[config.mk]
export PLATFORM = sky130hd
export DESIGN_NAME = extmem_rd_seq
export DESIGN_NICKNAME = d
export VERILOG_FILES = /design/src/rtl/xrs_pkg.sv /design/src/rtl/xrs_width_dec.sv /design/src/rtl/xrs_byte_pack.sv /design/src/rtl/extmem_rd_seq.sv
export SDC_FILE = /design/constraint.sdc
export NUM_CORES = 1
export LEC_CHECK = 0
export ABC_CLOCK_PERIOD_IN_PS = 7200
export CAP_MARGIN = 20
export CORE_MARGIN = 2
export CORE_UTILIZATION = 56
export DETAILED_ROUTE_END_ITERATION = 8
export HOLD_SLACK_MARGIN = 0.1
export PLACE_DENSITY = 0.95
export SETUP_SLACK_MARGIN = 0.1
export SLEW_MARGIN = 10
export SYNTH_ARGS = -nofsm -noshare
export SYNTH_HDL_FRONTEND = slang
export SYNTH_SLANG_ARGS = --single-unit
[constraint.sdc]
create_clock -name clk -period 7.2 [get_ports clk]
set_clock_uncertainty 0.05 [all_clocks]
set_input_delay 0.72 -clock clk [delete_from_list [all_inputs] [get_ports clk]]
set_output_delay 0.72 -clock clk [all_outputs]
set_load 0.005 [all_outputs]
[src/rtl/xrs_pkg.sv]
package xrs_pkg;
    localparam int XRS_LANES = 4;

    typedef enum logic [2:0] {
        S_IDLE  = 3'd0,
        S_STRB  = 3'd1,
        S_HOLD  = 3'd2,
        S_GAP   = 3'd3,
        S_PITCH = 3'd4,
        S_FIN   = 3'd5
    } seq_state_e;

    localparam logic [1:0] WCODE_RSVD = 2'b00;
    localparam logic [1:0] WCODE_B8   = 2'b01;
    localparam logic [1:0] WCODE_B16  = 2'b10;
    localparam logic [1:0] WCODE_B32  = 2'b11;
endpackage

[src/rtl/xrs_width_dec.sv]
module xrs_width_dec
    import xrs_pkg::*;
(
    input  logic [1:0] width_code,
    input  logic       bytectl,
    input  logic [1:0] size_code,
    output logic [1:0] bpb_log2,
    output logic [1:0] size_log2,
    output logic [1:0] last_beat,
    output logic       cfg_err
);
    logic [1:0] beats_log2;

    always_comb begin
        cfg_err  = 1'b0;
        case (width_code)
            WCODE_B8:  bpb_log2 = 2'd0;
            WCODE_B16: bpb_log2 = 2'd1;
            WCODE_B32: bpb_log2 = 2'd2;
            default: begin
                bpb_log2 = 2'd2;
                cfg_err  = 1'b1;
            end
        endcase
        // byte-control static memory needs at least a 16-bit bus
        if (bytectl && width_code == WCODE_B8) begin
            bpb_log2 = 2'd1;
            cfg_err  = 1'b1;
        end

        case (size_code)
            2'b00:   size_log2 = 2'd0;
            2'b01:   size_log2 = 2'd1;
            default: size_log2 = 2'd2;
        endcase

        beats_log2 = (size_log2 > bpb_log2) ? (size_log2 - bpb_log2) : 2'd0;
        case (beats_log2)
            2'd0:    last_beat = 2'd0;
            2'd1:    last_beat = 2'd1;
            default: last_beat = 2'd3;
        endcase
    end
endmodule

[src/rtl/xrs_byte_pack.sv]
module xrs_byte_pack
    import xrs_pkg::*;
(
    input  logic                   clk,
    input  logic                   rst_n,
    input  logic                   clear,
    input  logic                   we,
    input  logic [1:0]             beat,
    input  logic [1:0]             bpb_log2,
    input  logic [1:0]             size_log2,
    input  logic [8*XRS_LANES-1:0] pin_data,
    output logic [8*XRS_LANES-1:0] data
);
    logic [3:0] off_w;

    assign off_w = {2'b00, beat} << bpb_log2;

    for (genvar i = 0; i < XRS_LANES; i++) begin : g_lane
        logic [3:0] rel;
        logic       hit;
        logic [7:0] lane_d;
        logic [7:0] lane_q;

        always_comb begin
            rel    = 4'(i) - off_w;
            hit    = we && (4'(i) >= off_w)
                        && (rel < (4'd1 << bpb_log2))
                        && (4'(i) < (4'd1 << size_log2));
            lane_d = lane_q;
            if (clear)
                lane_d = 8'h00;
            else if (hit)
                lane_d = pin_data[rel[1:0]*8 +: 8];
        end

        always_ff @(posedge clk or negedge rst_n) begin
            if (!rst_n) lane_q <= 8'h00;
            else        lane_q <= lane_d;
        end

        assign data[i*8 +: 8] = lane_q;
    end
endmodule

[src/rtl/extmem_rd_seq.sv]
module extmem_rd_seq
    import xrs_pkg::*;
#(
    parameter int ADDR_W  = 32,
    parameter int WAIT_W  = 4,
    parameter int GAP_W   = 2,
    parameter int PITCH_W = 3
) (
    input  logic               clk,
    input  logic               rst_n,
    input  logic               req_valid,
    input  logic [ADDR_W-1:0]  req_addr,
    input  logic [1:0]         req_size,
    input  logic [1:0]         cfg_width,
    input  logic               cfg_rd_hold,
    input  logic               cfg_burst,
    input  logic               cfg_bytectl,
    input  logic [WAIT_W-1:0]  cfg_wait,
    input  logic [GAP_W-1:0]   cfg_gap,
    input  logic [PITCH_W-1:0] cfg_pitch,
    input  logic               rdy,
    input  logic [31:0]        pin_data,
    output logic               cs_n,
    output logic               rd_n,
    output logic [ADDR_W-1:0]  bus_addr,
    output logic               sample,
    output logic               done,
    output logic [31:0]        rdata,
    output logic               err,
    output logic               busy
);
    localparam int CW1   = (WAIT_W > GAP_W) ? WAIT_W : GAP_W;
    localparam int CNT_W = (CW1 > PITCH_W) ? CW1 : PITCH_W;

    typedef struct packed {
        seq_state_e         st;
        logic [CNT_W-1:0]   cnt;
        logic [1:0]         beat;
        logic [1:0]         last_beat;
        logic [1:0]         bpb_log2;
        logic [1:0]         size_log2;
        logic [ADDR_W-1:0]  addr;
        logic               hold;
        logic               burst;
        logic [WAIT_W-1:0]  wait_n;
        logic [GAP_W-1:0]   gap;
        logic [PITCH_W-1:0] pitch;
        logic               err;
    } seq_t;

    seq_t r_d, r_q;

    logic [1:0]       dec_bpb, dec_size, dec_last;
    logic             dec_err;
    logic             accept;
    logic             ready_gate;
    logic             sample_c;
    logic             more;
    logic [GAP_W-1:0] gap_eff;
    logic [ADDR_W-1:0] step;

    xrs_width_dec u_wdec (
        .width_code (cfg_width),
        .bytectl    (cfg_bytectl & ~cfg_burst),
        .size_code  (req_size),
        .bpb_log2   (dec_bpb),
        .size_log2  (dec_size),
        .last_beat  (dec_last),
        .cfg_err    (dec_err)
    );

    assign accept     = (r_q.st == S_IDLE) && req_valid;
    assign ready_gate = r_q.burst && (r_q.pitch != '0);
    assign sample_c   = (r_q.st == S_STRB) && (r_q.cnt == '0) && (!ready_gate || rdy);
    assign more       = (r_q.beat != r_q.last_beat);
    assign step       = ADDR_W'(1) << r_q.bpb_log2;
    // hold is stored only for static modes; it trades one gap cycle
    assign gap_eff    = !r_q.hold ? r_q.gap :
                        ((r_q.gap != '0) ? (r_q.gap - GAP_W'(1)) : '0);

    always_comb begin
        logic tail;
        logic gap_end;
        r_d     = r_q;
        tail    = 1'b0;
        gap_end = 1'b0;

        case (r_q.st)
            S_IDLE: begin
                if (req_valid) begin
                    r_d.st        = S_STRB;
                    r_d.cnt       = CNT_W'(cfg_wait);
                    r_d.beat      = 2'd0;
                    r_d.last_beat = dec_last;
                    r_d.bpb_log2  = dec_bpb;
                    r_d.size_log2 = dec_size;
                    r_d.addr      = req_addr;
                    r_d.hold      = cfg_rd_hold & ~cfg_burst;
                    r_d.burst     = cfg_burst;
                    r_d.wait_n    = cfg_wait;
                    r_d.gap       = cfg_gap;
                    r_d.pitch     = cfg_pitch;
                    r_d.err       = dec_err;
                end
            end
            S_STRB: begin
                if (r_q.cnt != '0) begin
                    r_d.cnt = r_q.cnt - CNT_W'(1);
                end else if (sample_c) begin
                    if (r_q.burst && more) begin
                        r_d.beat = r_q.beat + 2'd1;
                        r_d.addr = r_q.addr + step;
                        if (r_q.beat != 2'd0 && r_q.pitch != '0) begin
                            r_d.st  = S_PITCH;
                            r_d.cnt = CNT_W'(r_q.pitch) - CNT_W'(1);
                        end else begin
                            r_d.st  = S_STRB;
                            r_d.cnt = CNT_W'(r_q.wait_n);
                        end
                    end else if (r_q.hold) begin
                        r_d.st = S_HOLD;
                    end else begin
                        tail = 1'b1;
                    end
                end
            end
            S_HOLD: tail = 1'b1;
            S_GAP: begin
                if (r_q.cnt != '0) r_d.cnt = r_q.cnt - CNT_W'(1);
                else               gap_end = 1'b1;
            end
            S_PITCH: begin
                if (r_q.cnt != '0) begin
                    r_d.cnt = r_q.cnt - CNT_W'(1);
                end else begin
                    r_d.st  = S_STRB;
                    r_d.cnt = CNT_W'(r_q.wait_n);
                end
            end
            S_FIN:   r_d.st = S_IDLE;
            default: r_d.st = S_IDLE;
        endcase

        if (tail) begin
            if (gap_eff != '0) begin
                r_d.st  = S_GAP;
                r_d.cnt = CNT_W'(gap_eff) - CNT_W'(1);
            end else begin
                gap_end = 1'b1;
            end
        end

        if (gap_end) begin
            if (more) begin
                r_d.st   = S_STRB;
                r_d.cnt  = CNT_W'(r_q.wait_n);
                r_d.beat = r_q.beat + 2'd1;
                r_d.addr = r_q.addr + step;
            end else begin
                r_d.st = S_FIN;
            end
        end
    end

    always_ff @(posedge clk or negedge rst_n) begin
        if (!rst_n) begin
            r_q           <= '0;
            r_q.st        <= S_IDLE;
            r_q.pitch     <= '1;
        end else begin
            r_q <= r_d;
        end
    end

    xrs_byte_pack u_pack (
        .clk       (clk),
        .rst_n     (rst_n),
        .clear     (accept),
        .we        (sample_c),
        .beat      (r_q.beat),
        .bpb_log2  (r_q.bpb_log2),
        .size_log2 (r_q.size_log2),
        .pin_data  (pin_data),
        .data      (rdata)
    );

    assign cs_n     = (r_q.st == S_IDLE) || (r_q.st == S_FIN);
    assign rd_n     = !((r_q.st == S_STRB) || (r_q.st == S_HOLD) || (r_q.st == S_PITCH));
    assign bus_addr = r_q.addr;
    assign sample   = sample_c;
    assign done     = (r_q.st == S_FIN);
    assign err      = done && r_q.err;
    assign busy     = (r_q.st != S_IDLE);
endmodule

Yosys cells after proc, flatten, opt, wreduce, memory -nomap -nowiden
Cells that the tools add are included.
W data, S select, Z words.
- register bits after elaboration: 91
- input port bits: 84
- logic and storage cells: 162
- add/subtract/negate cells: 11
- $lt $le $gt $ge: 13
- eq/ne operators: 11
- shifts and indexed selects: 8
- muxes and demuxes: 56
- bitwise operators: 3
- reduce and logical (&&, ||, !) cells: 43
- operators with widths (operator ; count):
    $mux W32 ; 5
    $shiftx A32 B6 Y8 ; 4
    $mux W8 ; 8
    $pmux W32 S2 ; 1
    $mux W59 ; 1
    $mux W7 ; 7
    $add A32 B32 Y32 ; 1
    $shl A1 B2 Y32 const A ; 1
    $logic_and A1 B1 Y1 ; 20
    $mux W9 ; 2
    $lt A4 B4 Y1 ; 4
    $pmux W2 S2 ; 4
    $pmux W4 S4 ; 1
    $mux W3 ; 5
    $reduce_bool A2 Y1 ; 7
    $mux W4 ; 3
    $mux W6 ; 2
    $pmux W3 S4 ; 1
    $mux W1 ; 10
    $mux W2 ; 5
    $ge A1 B4 Y1 const A ; 2
    $ge A2 B4 Y1 const A ; 2
    $lt A1 B4 Y1 const A ; 2
    $lt A2 B4 Y1 const A ; 2
    other kinds (30) ; 45

Depth between registers and ports, before layout
Gate-level depths: netlist of the first run.
- depth after elaboration: 16
- gate-level depth with buffers: 14
- gate-level depth less buffers: 12

Hierarchy
A second synthesis of the first run with hierarchy kept.
- cell total of the unflattened synthesis: 839
- area, all modules: 7101.8 µm²
- by module, submodules not included (module ; times used ; cells an instance ; area an instance (µm²) ; seq. area each (µm²)):
    extmem_rd_seq ; 1 ; 499 ; 4279.1 ; 1480.2
    xrs_byte_pack ; 1 ; 321 ; 2673.8 ; 800.8
    xrs_width_dec ; 1 ; 19 ; 148.9 ; 0.0

Worst setup path after synthesis of the first run
OpenSTA, ideal clock, no wires.
- path type: flip-flop to flip-flop
- start: register r_q[50] (netlist bit)
- end: register u_pack.g_lane[2].lane_q[0]
- setup time: 0.132 ns
- arrival: 3.754 ns
- path slack: 3.264 ns
- cell stages (with the launch flop): 15
- path buffers: 3
- clock period less this slack: 3.936 ns
- path through: dfrtp_1 buf_2 mux2i_1 or2_2 clkbuf_1 ha_1 clkbuf_1 inv_2 ha_1 o31ai_1 o211ai_1 o311a_1 a2111oi_4 mux2i_1 nor2_1
- longest elaborated chain between the ends: 6
- elaborated cells on any way between the ends: 11
- those cells by class: 1 x add/sub; 2 x order compare; 2 x shift; 2 x mux; 4 x reduce/logical
- ends and longest elaborated chain (what ; line ; source):
    from (decl) ; extmem_rd_seq.sv:51 ; seq_t r_d, r_q;
    from (signal assigned) ; extmem_rd_seq.sv:171 ; r_q <= r_d;
    $shl A2 B2 Y4 * ; xrs_byte_pack.sv:16 ; assign off_w = {2'b00, beat} << bpb_log2;
    parallel branches: the longest is 5 deep, another holds $sub A2 B4 Y4 ; n/a ;
    to (signal assigned) ; xrs_byte_pack.sv:38 ; else lane_q <= lane_d;
    to (decl) ; xrs_byte_pack.sv:22 ; logic [7:0] lane_q;
Mark *: on every way between the ends. The select of a mux whose other input is x is not followed.
A chain may end at the register's enable or synchronous reset.

Worst setup path after layout of the first run
- start: register r_q[46] (netlist bit)
- end: register u_pack.g_lane[2].lane_q[1]
- longest elaborated chain between the ends: 6
- elaborated cells on any way between the ends: 12
- those cells by class: 1 x add/sub; 2 x order compare; 3 x shift; 2 x mux; 4 x reduce/logical
- ends and longest elaborated chain (what):
    parallel branches: the longest is 6 deep, another holds $sub A2 B4 Y4
Parallel ways; which one is timed is not known. The select of a mux whose other input is x is not followed.

==> results.py, run 1 <==
metrics = {
    "sta": {
        "fin_crit_ns": 4.308,
        "fmax_mhz": 232.1,
        "finalSetupViolCount": 0,
        "worst_slew_pin_slew_ns": 1.038,
        "fin_tns_setup_ns": 0,
        "fin_crit_sh_pct": 59.84,
        "finalHoldViolCount": 0,
        "rsz0062_at_grt": "no",
        "drv_slew": 0,
        "maxSlewHeadroom_pct": 30.77,
    },
    "clock_tree": {
        "clock-root-buffer": "clkbuf_16",
        "cts_tree": "built",
        "numCtsBuffers": 9,
        "clock_sinks": 91,
        "htree_levels": 3,
        "clk_pin_slew_ns": 0.07,
        "clk_path_buf_depth": 2,
        "cts_resized": 0,
        "postCtsSetupBuffers": 0,
        "holdBufCountCts": 0,
        "clkLatencyLatePin_ns": 0.36,
    },
    "finish": {
        "drive_above_1_share_pct": 9.166,
        "multi_input_area_mm2": 0.004118,
        "stdcell_count": 1019,
        "areaGrowthSynthToFinish_pct": 24.12,
        "final_area_mm2": 0.008603,
        "final_common_cell": "clkdlybuf4s50_1",
        "nFillCells": 861,
        "nets": 959,
        "layout_common_cells": "clkdlybuf4s50_1, nand2_1, dfrtp_1, nor2_1, mux2i_1",
        "regArea_mm2": 0.002281,
        "fin_util_pct": 71.33,
        "diodes": 0,
    },
    "worst_setup_path": {
        "critPathSlowestCell": "ha_1",
        "critical_path_class": "reg2reg",
        "cp.required_ns": 7.36,
        "cp-start-kind": "flip-flop",
        "worst-path-max-fanout": 14,
        "cpPeakStageDelay_ns": 0.71,
        "critPathArrivalTime_ns": 4.46,
        "cp_top_family": "compound AO/OA/AOI/OAI gates",
        "end_kind": "flip-flop",
        "path_cells": "mux2i_1, or2_2, ha_1, inv_2, ha_1, o31ai_1, o211ai_1, o311a_1, a2111oi_4, mux2i_1, nor2_1",
        "critPathBufInv": 1,
    },
    "synthesis": {
        "yosysWarnings": 0,
        "syn_nets": 863,
        "synth_area_leaders": "dfrtp_1, mux2i_1, mux4_2, nand2_1, ha_1",
        "yosysUniqueCellTypes": 74,
        "yosys.area.top_type": "dfrtp_1",
        "synthArstFlopShare_pct": 100.0,
        "ys_ff_latch": 91,
        "synth_cells": 750,
        "synth_top_area_share_pct": 31.77,
        "yosysSeqAreaShare_pct": 32.91,
        "synth_ff_type": "dfrtp_1",
        "synth_area_mm2": 0.006932,
        "synth_edf_count": 0,
        "synth.avg_cell_area_um2": 9.242,
    },
    "drt": {
        "ant_nets": 0,
        "route.detailed.drc": 0,
        "drtIter0Drc": 622,
        "drt-total-wl_mm": 19.66,
        "vias_per_cell": 6.310,
        "num_vias": 6430,
        "drt_pass1_iterations": 5,
        "wl_per_cell_um": 19.30,
    },
    "placement": {
        "port_buffers": 153,
        "gp_congestion": 0.9474,
        "place_inst": 1003,
        "dp_hpwl_mm": 13.92,
        "post_dp_cell_area_mm2": 0.008293,
    },
    "run": {
        "maxCapViolCount": 0,
    },
    "floorplan": {
        "rows": 40,
        "initial_core_util_pct": 57.47,
        "die_area_mm2": 0.01328,
        "chipHeight_um": 115.3,
        "die_w_um": 115.3,
        "core_mm2": 0.01206,
        "io-pin-count": 154,
    },
    "min_path": {
        "worstHoldPathType": "in2async",
    },
    "power_and_ir_drop": {
        "seq_power_share_pct": 30.1,
        "switching_share_pct": 42.57,
        "power_density_mw_per_mm2": 400.9,
        "pwr-share-clk_pct": 14.6,
        "p_leak_uw": 0.003491,
        "p_sw_uw": 1468,
        "intPower_uw": 1981,
        "ir_drop_mv": 0.1665,
        "comb_power_share_pct": 55.2,
        "total_power_uw": 3449,
    },
    "status": {
        "status": "complete, no violations",
    },
    "global_route": {
        "overflow": 0,
        "grt_max_degree": 85,
        "grt_util_all_layers_pct": 30.37,
        "grt_pass1_vias": 6287,
        "grt_pass1_wl_mm": 31.48,
        "antenna_found_initial": 0,
    },
}
-- worst paths after layout --
check / start / to / slack [ns] / cells past startpoint
max: r_q[46]$_DFFE_PN0P_ / u_pack.g_lane[2].lane_q[1]$_DFFE_PN0P_ / 2.89 / 11
min in group clk: r_q[0]$_DFFE_PN0P_ / r_q[0]$_DFFE_PN0P_ / 0.41 / 2
max in group asynchronous: rst_n / u_pack.g_lane[0].lane_q[2]$_DFFE_PN0P_ / 5.71 / 2
max reg2reg: r_q[46]$_DFFE_PN0P_ / u_pack.g_lane[2].lane_q[1]$_DFFE_PN0P_ / 2.89 / 11
min: rst_n / bus_addr[12]$_DFF_PN0_ / 0.23 / 1
min reg2reg: r_q[0]$_DFFE_PN0P_ / r_q[0]$_DFFE_PN0P_ / 0.41 / 2
-- cell usage after synthesis (all sizes together), types with 6 or more instances --
| master | instances |
|---|---|
| o311ai | 11 |
| o21ai | 36 |
| inv | 28 |
| clkbuf | 26 |
| nor3 | 12 |
| a21oi | 30 |
| ha | 27 |
| mux4 | 24 |
| a21o | 7 |
| o211ai | 20 |
| nand2b | 12 |
| nand2 | 99 |
| nor2 | 57 |
| nand4 | 8 |
| mux2i | 54 |
| and3 | 8 |
| nor2b | 6 |
| nand3 | 32 |
| a22oi | 6 |
| a31oi | 10 |
| or3 | 6 |
| dfrtp | 88 |
| buf | 48 |
-- worst reg2reg max path, cell delays in order, from the launching register on --
cell and delay (ns):
dfrtp_1 0.63, mux2i_1 0.15, or2_2 0.45, ha_1 0.71, inv_2 0.24, ha_1 0.39
o31ai_1 0.22, o211ai_1 0.13, o311a_1 0.17, a2111oi_4 0.65, mux2i_1 0.30, nor2_1 0.06
-- per-stage QoR --
| stage | hold slack, ns | setup WS, ns |
|---|---|---|
| after floorplan | 0.3744 | 3.264 |
| after detailed placement | 0.4078 | 2.969 |
| after global routing | 0.2513 | 2.633 |
| final | 0.2259 | 2.892 |
| after global placement | 0.4117 | 3.129 |
| after CTS | 0.2410 | 2.943 |
-- routing by layer --
layer / track usage (%) / wire length [µm] / vias up
li1: - / - / 2911
met1: 39.37 / 7794 / 3097
met2: 49.76 / 9710 / 366
met3: 6.062 / 1495 / 56
met4: 13.09 / 663 / 0
met5: 0 / 0 / -
-- state kept, by name, indices dropped and copies added (netlist names) --
register,count
u_pack.g_lane.lane_q,32
bus_addr,32
r_q,27
-- power groups by stage --
stage	combinational, µW	clock [µW]	sequential [µW]
2_1_floorplan	1410	0	915
3_3_place_gp	1820	0	1030
3_5_place_dp	1880	0	1030
4_1_cts	1900	505	1030
5_1_grt	2090	527	1080
6_report	1910	504	1040
-- area by class of cell --
type	count	area share, %
timing repair buffer	159	18.30
multi-input combinational	556	47.86
clock inverter	6	0.8290
clock buffer	10	2.778
inverter	29	1.280
sequential	91	26.51
tap	168	2.443
-- kinds of logic (layout without fill, tap and decap cells) --
kind of cell | after synthesis | after routing | synth area share, %
simple gates | 264 | 264 | 18.30
compound gates | 170 | 170 | 17.94
buf+inv | 103 | 204 | 7.707
flops | 91 | 91 | 32.91
mux | 82 | 82 | 16.25
fa+ha+maj | 31 | 31 | 5.758
xor+xnor | 9 | 9 | 1.137
(Power assumes the default switching activity.)
==> run 2: changes to the inputs <==
- ABC_CLOCK_PERIOD_IN_PS: 7200 -> 3710
- CORE_UTILIZATION: 56 -> 47
- PLACE_DENSITY: 0.95 -> 0.9
- clock period: 7.2 -> 3.71 ns (I/O delays scaled with it)
==> run 2 against run 1 <==
Effect of this change:
- count of clock-buffer cells in the layout grew 1
- register-to-register slack got worse by 2.5 ns
- global-route usage fell by 5.0 points
- flip-flop and latch count stayed put
- final area rose by 1.7%
- final cell count rose by 3.1%
- routed wire length is 0.50% higher
- via count is 0.64% higher
- non-clock buffer count up 16
==> results.py, run 2 (synthesized netlist as in run 1, its figures left out) <==
metrics = {
    "floorplan": {
        "die_w_um": 125.4,
        "die_area_mm2": 0.01574,
        "io-pin-count": 154,
        "core_mm2": 0.01448,
        "chipHeight_um": 125.4,
        "initial_core_util_pct": 47.87,
        "rows": 44,
    },
    "drt": {
        "num_vias": 6471,
        "drtIter0Drc": 542,
        "dr_wl_met2_mm": 9.720,
        "route.met3.wl_mm": 1.350,
        "drt-total-wl_mm": 19.76,
        "route.detailed.drc": 0,
        "ant_nets": 0,
        "drt_pass1_iterations": 5,
        "wl_per_cell_um": 18.80,
        "dr.max_layer_used": "met4",
        "vias_per_cell": 6.157,
        "wl_met1_mm": 8.127,
    },
    "worst_setup_path": {
        "critPathArrivalTime_ns": 3.51,
        "critPathBufInv": 2,
        "cpPeakStageDelay_ns": 0.44,
        "critPathMostFrequentCell": "mux2i_1",
        "cp.required_ns": 3.86,
        "cp_top_family": "compound AO/OA/AOI/OAI gates",
        "end_kind": "flip-flop",
        "cp-start-kind": "flip-flop",
        "path_cells": "mux2i_1, or2_2, inv_2, ha_1, nand2b_1, mux2_2, o311a_1, a2111oi_4, buf_4, mux2i_1, nor2_1",
        "worst-path-max-fanout": 12,
        "reg2reg_from": "r_q[51]$_DFF_PN0_",
        "r2r_end": "u_pack.g_lane[2].lane_q[2]$_DFFE_PN0P_",
        "critical_path_class": "reg2reg",
        "critPathSlowestCell": "dfrtp_1",
        "rrSetupSlack_ns": 0.36,
        "reg2reg_depth": 11,
    },
    "clock_tree": {
        "clk_path_buf_depth": 2,
        "clk_pin_slew_ns": 0.07,
        "cts_tree": "built",
        "postCtsSetupBuffers": 0,
        "clkLatencyLatePin_ns": 0.36,
        "clock-root-buffer": "clkbuf_16",
        "htree_levels": 3,
        "numCtsBuffers": 9,
        "cts_resized": 0,
        "holdBufCountCts": 0,
        "clock_sinks": 91,
    },
    "sta": {
        "fin_crit_sh_pct": 90.40,
        "fin_crit_ns": 3.354,
        "fmax_mhz": 298.2,
        "maxSlewHeadroom_pct": 35.91,
        "rsz0062_at_grt": "no",
        "fin_tns_setup_ns": 0,
        "worst_slew_pin_slew_ns": 0.9614,
        "finalHoldViolCount": 0,
        "drv_slew": 0,
        "finalSetupViolCount": 0,
    },
    "global_route": {
        "grt_util_all_layers_pct": 25.33,
        "grt_pass1_vias": 6334,
        "grt_max_degree": 85,
        "grt_pass1_wl_mm": 32.26,
        "antenna_found_initial": 0,
        "overflow": 0,
    },
    "power_and_ir_drop": {
        "p_leak_uw": 0.003567,
        "ir_drop_mv": 0.3787,
        "power_density_mw_per_mm2": 777.1,
    },
    "finish": {
        "layout_common_cells": "clkdlybuf4s50_1, nand2_1, dfrtp_1, nor2_1, mux2i_1",
        "nets": 975,
        "final_area_mm2": 0.008751,
        "diodes": 0,
        "stdcell_count": 1051,
        "nFillCells": 1167,
        "final_common_cell": "clkdlybuf4s50_1",
        "areaGrowthSynthToFinish_pct": 26.25,
        "fin_util_pct": 60.44,
        "drive_above_1_share_pct": 10.84,
    },
    "placement": {
        "gp_congestion": 0.9282,
        "post_dp_cell_area_mm2": 0.008446,
        "place_inst": 1035,
        "port_buffers": 153,
        "dp_hpwl_mm": 14.09,
    },
    "run": {
        "maxCapViolCount": 0,
    },
    "status": {
        "status": "complete, no violations",
    },
    "min_path": {
        "worstHoldPathType": "in2async",
    },
}
==> run 2: cell count changes in the layout (fill, tap and decap cells not counted) <==
cell / before / now
dfrtp_1: 88 / 87
inv_6: 2 / 1
clkbuf_1: 0 / 1
clkinv_4: 1 / 0
buf_4: 7 / 22
buf_12: 0 / 1
dfrtp_2: 0 / 1
clkinvlp_4: 2 / 3
==> run 2: layout make-up <==
cell class	instances	area [µm²]	area share [%]
repair buffers	175	1707	19.50
inverters	29	110.1	1.258
clock inverters	5	61.31	0.7006
multi-input cells	556	4118	47.05
flip-flops and latches	91	2282	26.08
well taps	184	230.2	2.631
clock buffers	11	242.7	2.774
==> run 2: metrics by stage <==
stage          setup slack [ns]  total power (µW)  hold WS (ns)
2_1_floorplan            0.1224              4521       0.02541
3_3_place_gp             0.4788              5613        0.3981
3_5_place_dp             0.3121              5763        0.4109
4_1_cts                  0.2989              6767        0.1527
5_1_grt                  0.1586              7271        0.1996
6_report                 0.3562              6800        0.1146
==> run 2: metal layers <==
layer  vias up  global-route usage [%]
met5         -                       0
met3        56                   4.878
met4         0                   11.18
li1       2953                       -
met1      3182                   33.08
met2       280                   41.11
==> run 2: where the power goes <==
part	internal (µW)	switching [µW]	leakage, µW
clock network	544	429	0.000138
logic	1940	1950	0.00226
registers	1430	505	0.00117
total	3920	2880	0.00357
==> run 2: worst max path at each step <==
stage | from | to | slack, ns | cells past startpoint
5_1_grt | r_q[51]$_DFF_PN0_ | u_pack.g_lane[2].lane_q[3]$_DFFE_PN0P_ | 0.16 | 12
3_3_place_gp | r_q[47]$_DFFE_PN0P_ | u_pack.g_lane[2].lane_q[2]$_DFFE_PN0P_ | 0.48 | 11
3_5_place_dp | r_q[47]$_DFFE_PN0P_ | u_pack.g_lane[2].lane_q[5]$_DFFE_PN0P_ | 0.31 | 11
6_report | r_q[51]$_DFF_PN0_ | u_pack.g_lane[2].lane_q[2]$_DFFE_PN0P_ | 0.36 | 11
4_1_cts | r_q[47]$_DFFE_PN0P_ | u_pack.g_lane[2].lane_q[2]$_DFFE_PN0P_ | 0.30 | 11
2_1_floorplan | r_q[50]$_DFF_PN0_ | u_pack.g_lane[2].lane_q[0]$_DFFE_PN0P_ | 0.12 | 14
